===== src/rtl/cgreg_pkg.sv =====
package cgreg_pkg;
  localparam int unsigned DEF_DATA_W = 8;
  localparam int unsigned DEF_SEL_W  = 2;

  typedef enum logic [1:0] {
    K_ZERO  = 2'd0,
    K_MINUS = 2'd1,
    K_PLUS  = 2'd2,
    K_SPARE = 2'd3
  } kconst_e;
endpackage


===== src/rtl/cgreg_wdec.sv =====
module cgreg_wdec #(
  parameter int unsigned SEL_W = 2,
  localparam int unsigned NOUT = 1 << SEL_W
) (
  input  logic             en,
  input  logic [SEL_W-1:0] sel,
  output logic [NOUT-1:0]  hot
);
  for (genvar i = 0; i < NOUT; i++) begin : g_line
    assign hot[i] = en && (sel == SEL_W'(i));
  end
endmodule


===== src/rtl/cgreg_kgen.sv =====
module cgreg_kgen
  import cgreg_pkg::*;
#(
  parameter int unsigned DATA_W = 8
) (
  input  logic [1:0]        code,
  output logic [DATA_W-1:0] word
);
  always_comb begin
    unique case (kconst_e'(code))
      K_MINUS: word = '1;
      K_PLUS:  word = DATA_W'(1);
      default: word = '0;
    endcase
  end
endmodule


===== src/rtl/cgreg_rmux.sv =====
module cgreg_rmux #(
  parameter int unsigned DATA_W = 8,
  parameter int unsigned SEL_W  = 2,
  localparam int unsigned NIN   = 1 << SEL_W
) (
  input  logic [NIN-1:0][DATA_W-1:0] src,
  input  logic [SEL_W-1:0]           sel,
  output logic [DATA_W-1:0]          out
);
  always_comb out = src[sel];
endmodule


===== src/rtl/cgreg_file.sv =====
module cgreg_file
  import cgreg_pkg::*;
#(
  parameter int unsigned DATA_W = DEF_DATA_W,
  parameter int unsigned SEL_W  = DEF_SEL_W
) (
  input  logic              clk,
  input  logic              rst,
  input  logic              st_strobe,
  input  logic [SEL_W-1:0]  st_sel,
  input  logic [DATA_W-1:0] st_value,
  input  logic [SEL_W-1:0]  ld_sel,
  output logic [DATA_W-1:0] ld_value
);
  localparam int unsigned NLOC = 1 << SEL_W;
  localparam int unsigned NGP  = NLOC - 1;

  logic [NLOC-1:0]             dec_en;
  logic [NGP-1:0][DATA_W-1:0]  store_q;
  logic [DATA_W-1:0]           kword;
  logic [NLOC-1:0][DATA_W-1:0] rsrc;

  cgreg_wdec #(.SEL_W(SEL_W)) u_wdec (
    .en  (st_strobe),
    .sel (st_sel),
    .hot (dec_en)
  );

  for (genvar i = 0; i < NGP; i++) begin : g_reg
    always_ff @(posedge clk) begin
      if (rst)            store_q[i] <= '0;
      else if (dec_en[i]) store_q[i] <= st_value;
    end
    assign rsrc[i] = store_q[i];
  end

  cgreg_kgen #(.DATA_W(DATA_W)) u_kgen (
    .code (st_sel[1:0]),
    .word (kword)
  );
  assign rsrc[NLOC-1] = kword;

  cgreg_rmux #(.DATA_W(DATA_W), .SEL_W(SEL_W)) u_rmux (
    .src (rsrc),
    .sel (ld_sel),
    .out (ld_value)
  );
endmodule


===== config.mk =====
export PLATFORM = sky130hd
export DESIGN_NAME = cgreg_file
export DESIGN_NICKNAME = d
export VERILOG_FILES = /design/src/rtl/cgreg_pkg.sv /design/src/rtl/cgreg_wdec.sv /design/src/rtl/cgreg_kgen.sv /design/src/rtl/cgreg_rmux.sv /design/src/rtl/cgreg_file.sv
export SDC_FILE = /design/constraint.sdc
export NUM_CORES = 1
export LEC_CHECK = 0
export BUFFER_PORTS_ARGS = -buffer_cell sky130_fd_sc_hd__buf_2
export CAP_MARGIN = 20
export CORE_MARGIN = 2
export CORE_UTILIZATION = 28
export CTS_CLUSTER_DIAMETER = 120
export CTS_CLUSTER_SIZE = 8
export DETAILED_ROUTE_END_ITERATION = 8
export GPL_TIMING_DRIVEN = 0
export PLACE_DENSITY = 0.49
export SYNTH_ARGS = -nofsm -noshare
export SYNTH_HDL_FRONTEND = slang
export SYNTH_SLANG_ARGS = --single-unit

===== constraint.sdc =====
create_clock -name clk -period 2.1 [get_ports clk]
set_input_delay 0.42 -clock clk [delete_from_list [all_inputs] [get_ports clk]]
set_output_delay 0.42 -clock clk [all_outputs]
set_load 0.01 [all_outputs]

# Yosys cells after proc, flatten, opt, wreduce, memory -nomap -nowiden
# Cells that the tools add are included.
# W data, S select, Z words.
# op_classes
add_sub_neg	0
multipliers	0
n_div	0
magnitude_cmp	1
n_eq_ne	2
shifts	0
n_mux	3
n_bitwise	0
reduce_logical	4
# op_table
cell	n
$bmux W8 S2	1
$pmux W8 S2	1
$mux W8	1
$logic_and A1 B1 Y1	3
$lt A2 B3 Y1 const B	1
$eq A2 B1 Y1 const B	1
$eq A2 B2 Y1 const B	1
$logic_not A2 Y1	1
# totals
reg_bits	24
latchBits	0
ramBits	0
romBits	0
output_inout_bits	8
elab_cells	13
n_memories	0

# Longest topological paths before layout
# Gate-level depths: netlist of run 1.
# logic_depth
word_depth	4
mapped_depth	6
depth_no_buf	4

# Hierarchy
# A second synthesis of run 1 with hierarchy kept.
# hier_totals
hier_cells	100
hier_area_um2	1158.6
# modules_own_cells
module	n_inst	cells_each	area_each_um2	seq_area_each_um2
cgreg_file	1	77	859.6	480.5
cgreg_rmux	1	10	196.4	0.0
cgreg_kgen	1	9	65.1	0.0
cgreg_wdec	1	4	37.5	0.0

# Worst setup path after synthesis of run 1
# Ideal clock, no wire load.
# synth_timing
kind	input-to-output
startpoint	input port st_sel[1]
endpoint	output port ld_value[1]
arrival_time_ns	1.297
t_required_ns	1.680
setup_slack_ns	0.383
stages	4
path_cell_list	inv_1 -> ha_1 -> buf_6 -> mux4_2
# synth_between
elab_chain_len	4
word_cells_on_any_way	5
classes_between	2 x eq/ne; 3 x mux
# synth_rtl
element	line_no	rtl
start: declaration	cgreg_file.sv:10	input logic [SEL_W-1:0] st_sel,
$eq A2 B2 Y1 or $eq A2 B1 Y1 (tied branches)	cgreg_kgen.sv:10	unique case (kconst_e'(code))
$pmux W8 S2 *	cgreg_kgen.sv:10	
$bmux W8 S2 *	cgreg_rmux.sv:10	always_comb out = src[sel];
$mux W8 (implied by the code) *	cgreg_rmux.sv:10	
end: declaration	cgreg_file.sv:13	output logic [DATA_W-1:0] ld_value
# Every way passes the cells marked *; elsewhere a longest branch is shown, timed or not. The select of a mux whose other input is x is not followed.

# Worst setup path after layout of run 1
# layout_timing
startpoint	input port st_sel[1]
endpoint	output port ld_value[6]
# Same word-level chain as after synthesis.

==> impl_metrics.py, run 1 <==
metrics = {
    "sta": {
        "totalNegativeSetupSlack_ns": 0,
        "tightestPinTransition_ns": 0.542,
        "post_layout_min_period_ns": 1.99,
        "finalSetupViolations": 0,
        "rsz_0062_raised_after_global_routing": "false",
        "slew_violations": 0,
        "clock_skew_ns": 0,
        "final.setup.worst_slack_ns": 0.107,
        "final.period_utilization_pct": 94.9,
        "hold_viol_final": 0,
        "fmax_ghz": 0.502,
        "timing.max_slew.rel_slack_pct": 63.8,
        "whs_ns": 0.406,
    },
    "cells_and_area": {
        "area.growth.synth_to_final_pct": 15.8,
        "flip_flop_count_of_the_largest_register_all_copies_and_words_added": 24,
        "design.final.nets": 166,
        "drive_above_1_share_pct": 45.2,
        "antenna_cells_inserted": 0,
        "fill_cells": 473,
    },
    "setup_path": {
        "timing.reg2reg.setup_slack_ns": 1.32,
        "worstRegToRegCells": 2,
        "crit-reg2reg-capture": "rsrc[2]",
        "cp_max_fo": 10,
        "worstPathRequired_ns": 1.68,
        "crit_arrival_ns": 1.57,
        "worst_setup_path_start_kind": "input port",
        "worst_setup_path_end_kind": "output port",
        "regToRegStartpoint": "rsrc[2]",
        "worstSetupPathType": "in2out",
    },
    "yosys": {
        "synth_enable_flop_cells": 0,
        "synth.yosys.warnings": 0,
        "netlist_top_cells_count": "24 x a21bo_2, 24 x a21oi_1, 24 x dfxtp_1, 24 x nand3_1, 8 x mux4_2",
        "async_reset_ff_share_pct": 0,
        "synth_cell_type_count": 12,
        "synth.cell_area_um2": 1290,
        "synth.avg_cell_area_um2": 10.4,
        "synthTopCellsByArea": "dfxtp_1 37%, a21bo_2 19%, mux4_2 14%",
        "synth_top_area_share_pct": 37.3,
        "netlist.top_cell.by_area": "dfxtp_1",
        "synth-seq-area-share_pct": 37.3,
        "syn_inst": 124,
        "ys_ff_latch": 24,
        "mappedNetlistNets": 142,
        "ys.flop_type": "dfxtp_1",
    },
    "grt": {
        "grt_start_max_net_pins": 13,
        "antenna_found_initial": 0,
        "gr-total-overflow": 0,
        "grt_pass1_vias": 1059,
        "globalRouteTotalUtil_pct": 14.5,
        "grt_pass1_wl_mm": 5.58,
    },
    "clock_tree": {
        "h_tree_lvl_count": 1,
        "cts.clk_slew.worst_paths_ns": 0.08,
        "cts-hold-fix-buffers": 0,
        "cts_root_buffer": "clkbuf_8",
        "cts.path.max_buffers": 2,
        "tritoncts": "yes",
        "number_of_buffers_inserted_during_clock_tree_synthesis": 3,
        "cts.sink_count": 24,
        "worstSkewPairLatency_ns": 0.26,
        "post_cts_buffers": 0,
    },
    "placed_design": {
        "place_hpwl_mm": 2.40,
        "place_worst_setup_slack_ns": 0.0313,
        "port_buffers": 19,
        "routabilityCongestion": 0.753,
    },
    "power": {
        "cell_internal_pwr_uw": 669,
        "pwr-share-comb_pct": 17.2,
        "static_leakage_uw": 0.000590,
        "share_clk_of_total_power_pct": 30.3,
        "power_frac_seq_pct": 52.5,
        "powerDensity_nw_per_um2": 608,
        "power.ir.vdd_worst_mv": 0.184,
        "net-switching-power_uw": 239,
        "switching_share_pct": 26.3,
    },
    "route": {
        "met1Wirelength_mm": 1.49,
        "route.top_layer_used": "met4",
        "detail_route.wirelength_mm": 3.56,
        "detail_route.iter0.violations": 58,
        "drc_errors": 0,
        "met3RoutedLength_um": 145,
        "vias_per_cell": 5.31,
        "antenna_nets_post_route": 0,
        "wl_per_cell_um": 18.0,
        "drt_pre_antenna_iters": 4,
        "wl_met2_mm": 1.90,
        "routed-via-count": 1052,
    },
    "floorplan": {
        "ios": 23,
        "die-height_um": 71.8,
        "initial_utilization_pct": 29.4,
        "coreArea_um2": 4380,
        "floorplan.rows": 24,
        "die_width_um": 71.8,
        "die_area_um2": 5160,
    },
    "run_status": {
        "outcome": "complete, no violations",
    },
    "min_path": {
        "timing.hold.worst_endpoint": "rsrc[14]",
        "worst_hold_path.num_cells": 2,
        "holdCritStartpoint": "rst",
        "worst_hold_path_type": "in2reg",
    },
    "job": {
        "timing.max_cap.violations": 0,
    },
}
==> power by group through the flow <==
stage / Clock (µW) / Combinational (µW) / Sequential (µW)
6_report: 275 / 156 / 476
5_1_grt: 303 / 170 / 478
4_1_cts: 284 / 158 / 476
3_5_place_dp: 0 / 157 / 487
3_3_place_gp: 0 / 154 / 486
2_1_floorplan: 0 / 102 / 484
==> per-layer routing <==
metal	track usage, %	up-vias
met3	1.97	2
met1	18.1	522
met2	25.1	27
met5	0	-
li1	-	501
met4	5.66	0
==> cell usage in the layout (no fill, tap or decap) <==
master / netlist / final
nand3_1: 24 / 24
a21bo_2: 24 / 24
a21oi_1: 24 / 24
dfxtp_1: 24 / 24
buf_2: 2 / 21
mux4_2: 8 / 8
buf_6: 4 / 4
clkbuf_1: 4 / 4
buf_4: 3 / 3
clkbuf_8: 0 / 3
inv_1: 2 / 2
clkbuf_2: 2 / 2
ha_1: 3 / 2
ha_2: 0 / 1
==> stage by stage <==
| stage | utilization (%) | std cells | power, µW | cell area [µm²] |
|---|---|---|---|---|
| CTS | 34.0 | 198 | 917 | 1490 |
| finish | 34.0 | 198 | 907 | 1490 |
| detailed placement | 33.0 | 195 | 644 | 1450 |
| floorplan | - | 124 | 586 | 1290 |
| global placement | 33.0 | 195 | 640 | 1450 |
| global route | 34.0 | 198 | 951 | 1490 |
==> final cells by class <==
cell class	instances	area (µm²)	share of cell area (%)
tap	52	65.1	4.36
clock buffer	3	41.3	2.77
timing repair buffer	19	95.1	6.37
buffer	15	103	6.87
inverter	2	7.51	0.503
sequential	24	480	32.2
multi-input combinational	83	701	46.9
==> critical path: stages <==
cell and delay, ns:
buf_2 0.09, inv_1 0.05, ha_2 0.22, buf_6 0.16, mux4_2 0.48, buf_2 0.15
==> how the worst max path moves through the flow <==
stage | from | endpoint | slack, ns | cells past startpoint
after floorplan | st_sel[1] | ld_value[1] | 0.38 | 4
after global placement | st_sel[1] | ld_value[6] | 0.03 | 6
after detailed placement | st_sel[1] | ld_value[6] | 0.03 | 6
after CTS | st_sel[1] | ld_value[6] | 0.02 | 6
after global routing | st_sel[1] | ld_value[6] | 0.05 | 6
final | st_sel[1] | ld_value[6] | 0.11 | 6
==> timing repair <==
action,in CTS,in global routing
endpoints found under the setup margin,0,2
resized for setup,0,1
endpoints found under the hold margin,0,0
==> cells by family (layout without fill, tap and decap cells) <==
logic type               count (synthesis)  after routing  synth area share, %
multiplexers                             8              8                 14.0
adder cells (fa/ha/maj)                  3              3                 2.91
AND/OR/NAND/NOR                         24             24                 9.32
buffers and inverters                   17             39                 8.54
AO/OA/AOI/OAI                           48             48                 28.0
flip-flops                              24             24                 37.3
Note: power is estimated with default switching activity, not from simulation.
==> run 2, diff against run 1 <==
--- a/config.mk
+++ b/config.mk
@@ -13,7 +13,7 @@
 export CTS_CLUSTER_SIZE = 8
 export DETAILED_ROUTE_END_ITERATION = 8
 export GPL_TIMING_DRIVEN = 0
-export PLACE_DENSITY = 0.49
+export PLACE_DENSITY = 0.5
 export SYNTH_ARGS = -nofsm -noshare
 export SYNTH_HDL_FRONTEND = slang
 export SYNTH_SLANG_ARGS = --single-unit
==> constraint.sdc (replaced) <==
create_clock -name clk -period 1.75 [get_ports clk]
set_input_delay 0.35 -clock clk [delete_from_list [all_inputs] [get_ports clk]]
set_output_delay 0.35 -clock clk [all_outputs]
set_load 0.01 [all_outputs]
==> run 2 against run 1 <==
  * Register-to-register slack got worse by 0.35 ns
  * Sequential power grew 20%
  * Routed wire length fell by 2.0%
  * Via count rose by 0.76%
  * Clock power is 21% higher
  * Critical endpoint is now ld_value[5]
==> impl_metrics.py, run 2 (synthesis gave the netlist of run 1 again) <==
metrics = {
    "route": {
        "drt_pre_antenna_iters": 4,
        "met3RoutedLength_um": 226,
        "met1Wirelength_mm": 1.59,
        "route.top_layer_used": "met4",
        "drc_errors": 0,
        "routed-via-count": 1060,
        "detail_route.iter0.violations": 80,
        "wl_met2_mm": 1.66,
        "detail_route.wirelength_mm": 3.49,
        "vias_per_cell": 5.22,
        "wl_per_cell_um": 17.2,
        "antenna_nets_post_route": 0,
    },
    "setup_path": {
        "cp_max_fo": 6,
        "worst_setup_path_end_kind": "output port",
        "crit-reg2reg-capture": "rsrc[18]",
        "timing.reg2reg.setup_slack_ns": 0.97,
        "regToRegStartpoint": "rsrc[18]",
        "crit_arrival_ns": 1.38,
        "worstSetupPathType": "in2out",
        "worstRegToRegCells": 2,
        "worst_setup_path_start_kind": "input port",
        "worstPathRequired_ns": 1.40,
    },
    "clock_tree": {
        "number_of_buffers_inserted_during_clock_tree_synthesis": 3,
        "tritoncts": "yes",
        "cts-hold-fix-buffers": 0,
        "cts.sink_count": 24,
        "h_tree_lvl_count": 1,
        "cts_root_buffer": "clkbuf_8",
        "worstSkewPairLatency_ns": 0.27,
        "cts.clk_slew.worst_paths_ns": 0.09,
        "cts.path.max_buffers": 2,
    },
    "power": {
        "cell_internal_pwr_uw": 820,
        "static_leakage_uw": 0.000625,
        "switching_share_pct": 26.3,
        "share_clk_of_total_power_pct": 29.9,
        "pwr-share-comb_pct": 18.8,
        "powerDensity_nw_per_um2": 703,
        "net-switching-power_uw": 293,
        "total_power_uw": 1110,
        "power_frac_seq_pct": 51.3,
        "power.ir.vdd_worst_mv": 0.571,
    },
    "floorplan": {
        "coreArea_um2": 4380,
        "die_width_um": 71.8,
        "ios": 23,
        "floorplan.rows": 24,
        "die-height_um": 71.8,
        "die_area_um2": 5160,
        "initial_utilization_pct": 29.4,
    },
    "placed_design": {
        "routabilityCongestion": 0.773,
        "place_hpwl_mm": 2.27,
        "port_buffers": 19,
    },
    "sta": {
        "clock_skew_ns": 0,
        "hold_viol_final": 0,
        "fmax_ghz": 0.579,
        "post_layout_min_period_ns": 1.73,
        "rsz_0062_raised_after_global_routing": "true",
        "tightestPinTransition_ns": 0.552,
        "slew_violations": 0,
        "final.period_utilization_pct": 98.7,
        "totalNegativeSetupSlack_ns": 0,
        "finalSetupViolations": 0,
        "timing.max_slew.rel_slack_pct": 63.2,
    },
    "cells_and_area": {
        "design.final.nets": 171,
        "drive_above_1_share_pct": 48.3,
        "antenna_cells_inserted": 0,
        "flip_flop_count_of_the_largest_register_all_copies_and_words_added": 24,
        "finish.utilization_pct": 36.1,
        "area.growth.synth_to_final_pct": 22.7,
        "top_library_cells_by_usage_in_the_layout_fill_and_taps_aside": "24 x nand3_1, 24 x a21bo_2, 24 x a21oi_1, 24 x dfxtp_1, 16 x buf_2",
    },
    "grt": {
        "antenna_found_initial": 0,
        "grt_pass1_vias": 1104,
        "grt_start_max_net_pins": 13,
        "gr-total-overflow": 0,
        "grt_pass1_wl_mm": 5.78,
        "globalRouteTotalUtil_pct": 14.6,
    },
    "min_path": {
        "worst_hold_path.num_cells": 2,
        "holdCritStartpoint": "rst",
        "timing.hold.worst_endpoint": "rsrc[2]",
        "worst_hold_path_type": "in2reg",
    },
    "job": {
        "timing.max_cap.violations": 0,
    },
    "run_status": {
        "outcome": "complete, no violations",
    },
}
==> run 2: layout make-up <==
type	instances	area [µm²]
repair buffers	24	168
multi-input cells	83	711
fillers	458	2800
inverters	2	10.0
plain buffers	15	106
flip-flops and latches	24	480
clock buffers	3	41.3
well taps	52	65.1
==> run 2: how the worst max path moves through the flow <==
stage,from,endpoint,slack (ns),cells past startpoint
floorplan,st_sel[1],ld_value[1],0.17,4
global placement,st_sel[1],ld_value[6],-0.16,6
detailed placement,st_sel[1],ld_value[3],-0.16,6
CTS,st_sel[0],ld_value[5],0.0006,5
global route,st_sel[1],ld_value[3],-0.004,6
finish,st_sel[1],ld_value[5],0.02,6
==> run 2: stage by stage <==
step	area [µm²]	hold WS (ns)	setup WS [ns]	cells
after floorplan	1290	0.419	0.173	124
after global placement	1450	0.559	-0.161	195
after detailed placement	1450	0.564	-0.160	195
after CTS	1570	0.329	0.000596	203
after global routing	1580	0.335	-0.00400	203
final	1580	0.330	0.0229	203
==> run 2: metal layers <==
metal / up-vias / GRT usage (%)
met5: - / 0
met4: 0 / 1.89
met3: 2 / 3.38
met2: 41 / 22.8
met1: 509 / 21.2
li1: 508 / -
==> run 2: timing repair <==
item                                    CTS  global route
setup buffers                             5             0
endpoints found under the setup margin    7             7
endpoints found under the hold margin     0             0
pin swaps                                 1             1
resized for setup                         9             4
==> run 2: power groups by stage <==
stage	sequential, µW	combinational [µW]	clock [µW]
after global routing	573	227	355
after global placement	583	186	0
after detailed placement	584	186	0
final	571	209	332
after floorplan	581	123	0
after CTS	571	206	335
==> run 2: worst max-delay path: stages <==
cell and delay, ns:
buf_8 0.08, inv_4 0.03, ha_4 0.17, buf_8 0.13, mux4_2 0.48, buf_6 0.14
==> run 3, diff against run 2 <==
--- a/config.mk
+++ b/config.mk
@@ -7,6 +7,7 @@
 export LEC_CHECK = 0
 export BUFFER_PORTS_ARGS = -buffer_cell sky130_fd_sc_hd__buf_2
 export CAP_MARGIN = 20
+export CORE_ASPECT_RATIO = 0.5
 export CORE_MARGIN = 2
 export CORE_UTILIZATION = 28
 export CTS_CLUSTER_DIAMETER = 120
==> run 3 against run 2 <==
  * Worst hold slack got worse by 0.0056 ns
  * Fmax about the same
  * Final area about the same
  * Sequential share of layout area about the same
  * First-iteration DRC count decreased by 66%
  * Critical endpoint is now ld_value[6]
==> impl_metrics.py, run 3 (synthesis gave the netlist of run 1 again) <==
metrics = {
    "cells_and_area": {
        "top_library_cells_by_usage_in_the_layout_fill_and_taps_aside": "24 x nand3_1, 24 x a21bo_2, 24 x a21oi_1, 24 x dfxtp_1, 17 x buf_2",
        "antenna_cells_inserted": 0,
        "drive_above_1_share_pct": 48.0,
        "finish.utilization_pct": 35.9,
        "area.growth.synth_to_final_pct": 22.6,
        "regArea_um2": 480,
        "fill_cells": 466,
        "multiInputGateArea_um2": 711,
        "design.final.nets": 169,
        "flip_flop_count_of_the_largest_register_all_copies_and_words_added": 24,
    },
    "setup_path": {
        "timing.reg2reg.setup_slack_ns": 1.00,
        "cp_max_fo": 8,
        "worstRegToRegCells": 2,
        "worstPathRequired_ns": 1.40,
        "crit-reg2reg-capture": "rsrc[19]",
        "regToRegStartpoint": "rsrc[19]",
        "crit_arrival_ns": 1.38,
        "worst_setup_path_start_kind": "input port",
        "worst_setup_path_end_kind": "output port",
        "worstSetupPathType": "in2out",
    },
    "sta": {
        "final.setup.worst_slack_ns": 0.0239,
        "timing.max_slew.rel_slack_pct": 61.2,
        "slew_violations": 0,
        "rsz_0062_raised_after_global_routing": "false",
        "finalSetupViolations": 0,
        "hold_viol_final": 0,
        "clock_skew_ns": 0,
        "tightestPinTransition_ns": 0.582,
        "final.period_utilization_pct": 98.6,
        "post_layout_min_period_ns": 1.73,
        "fmax_ghz": 0.579,
    },
    "power": {
        "share_clk_of_total_power_pct": 33.6,
        "pwr-share-comb_pct": 17.4,
        "power_frac_seq_pct": 49.1,
        "static_leakage_uw": 0.000621,
        "cell_internal_pwr_uw": 863,
        "switching_share_pct": 25.8,
        "net-switching-power_uw": 300,
        "powerDensity_nw_per_um2": 736,
        "power.ir.vdd_worst_mv": 0.216,
    },
    "clock_tree": {
        "cts_root_buffer": "clkbuf_8",
        "h_tree_lvl_count": 1,
        "cts.path.max_buffers": 2,
        "tritoncts": "yes",
        "cts.clk_slew.worst_paths_ns": 0.09,
        "worstSkewPairLatency_ns": 0.27,
        "number_of_buffers_inserted_during_clock_tree_synthesis": 3,
        "cts-hold-fix-buffers": 0,
        "cts.sink_count": 24,
    },
    "floorplan": {
        "coreArea_um2": 4400,
        "floorplan.rows": 17,
        "die_area_um2": 5190,
        "initial_utilization_pct": 29.3,
        "die-height_um": 52.0,
        "die_width_um": 99.9,
        "ios": 23,
    },
    "route": {
        "drt_pre_antenna_iters": 4,
        "drc_errors": 0,
        "vias_per_cell": 4.92,
        "antenna_nets_post_route": 0,
        "wl_per_cell_um": 16.1,
        "routed-via-count": 1018,
        "detail_route.wirelength_mm": 3.33,
        "detail_route.iter0.violations": 27,
    },
    "job": {
        "timing.max_cap.violations": 0,
    },
    "grt": {
        "grt_pass1_wl_mm": 5.44,
        "grt_pass1_vias": 987,
        "globalRouteTotalUtil_pct": 14.3,
        "grt_start_max_net_pins": 14,
        "antenna_found_initial": 0,
        "gr-total-overflow": 0,
    },
    "min_path": {
        "timing.hold.worst_endpoint": "rsrc[1]",
        "holdCritStartpoint": "rst",
        "worst_hold_path.num_cells": 2,
        "worst_hold_path_type": "in2reg",
    },
    "placed_design": {
        "place_hpwl_mm": 2.26,
        "routabilityCongestion": 0.742,
        "port_buffers": 19,
        "place_worst_setup_slack_ns": -0.178,
    },
    "run_status": {
        "outcome": "complete, no violations",
    },
}
-- run 3: critical path: stages --
cell    delay [ns]
buf_8         0.08
inv_4         0.03
ha_4          0.16
buf_8         0.13
mux4_2        0.48
buf_6         0.14
-- run 3: power by group through the flow --
stage	registers [µW]	clock network, µW	logic, µW
after floorplan	581	0	123
after global placement	583	0	186
after detailed placement	584	0	187
after CTS	571	402	199
after global routing	574	420	223
final	571	390	202
-- run 3: per-stage QoR --
stage               hold WS (ns)  instance area [µm²]  setup TNS [ns]  total power, µW  cells
floorplan                  0.419                 1290               0              704    124
global placement           0.556                 1460          -0.628              769    200
detailed placement         0.565                 1460          -0.650              770    200
CTS                        0.313                 1560         -0.0121             1170    207
global route               0.327                 1580               0             1220    207
finish                     0.325                 1580               0             1160    207
-- run 3: final cells by class --
| class | instances | area share [%] |
|---|---|---|
| plain buffers | 15 | 6.73 |
| clock buffers | 4 | 3.48 |
| inverters | 2 | 0.633 |
| multi-input cells | 83 | 45.0 |
| flip-flops and latches | 24 | 30.4 |
| well taps | 57 | 4.51 |
| repair buffers | 22 | 9.26 |
-- run 3: metal layers --
metal / up-vias / track usage, % / part of all wire (%)
met5: - / 0 / 0
met4: 0 / 4.11 / 0.75
met3: 4 / 3.63 / 3.1
met2: 15 / 22.9 / 47
met1: 493 / 19.4 / 50
li1: 506 / - / -
-- run 3: timing repair --
action	4_1_cts	5_1_grt
gates resized for setup	6	6
buffers inserted	3	0
endpoints found under the setup margin	7	8
pin swaps	1	2
-- run 3: worst max path at each step --
stage	from	endpoint	slack [ns]	depth (start not counted)
global route	st_sel[1]	ld_value[6]	0.0005	6
detailed placement	st_sel[1]	ld_value[6]	-0.18	6
floorplan	st_sel[1]	ld_value[1]	0.17	4
global placement	st_sel[1]	ld_value[6]	-0.17	6
CTS	st_sel[0]	ld_value[0]	-0.01	5
finish	st_sel[1]	ld_value[6]	0.02	6
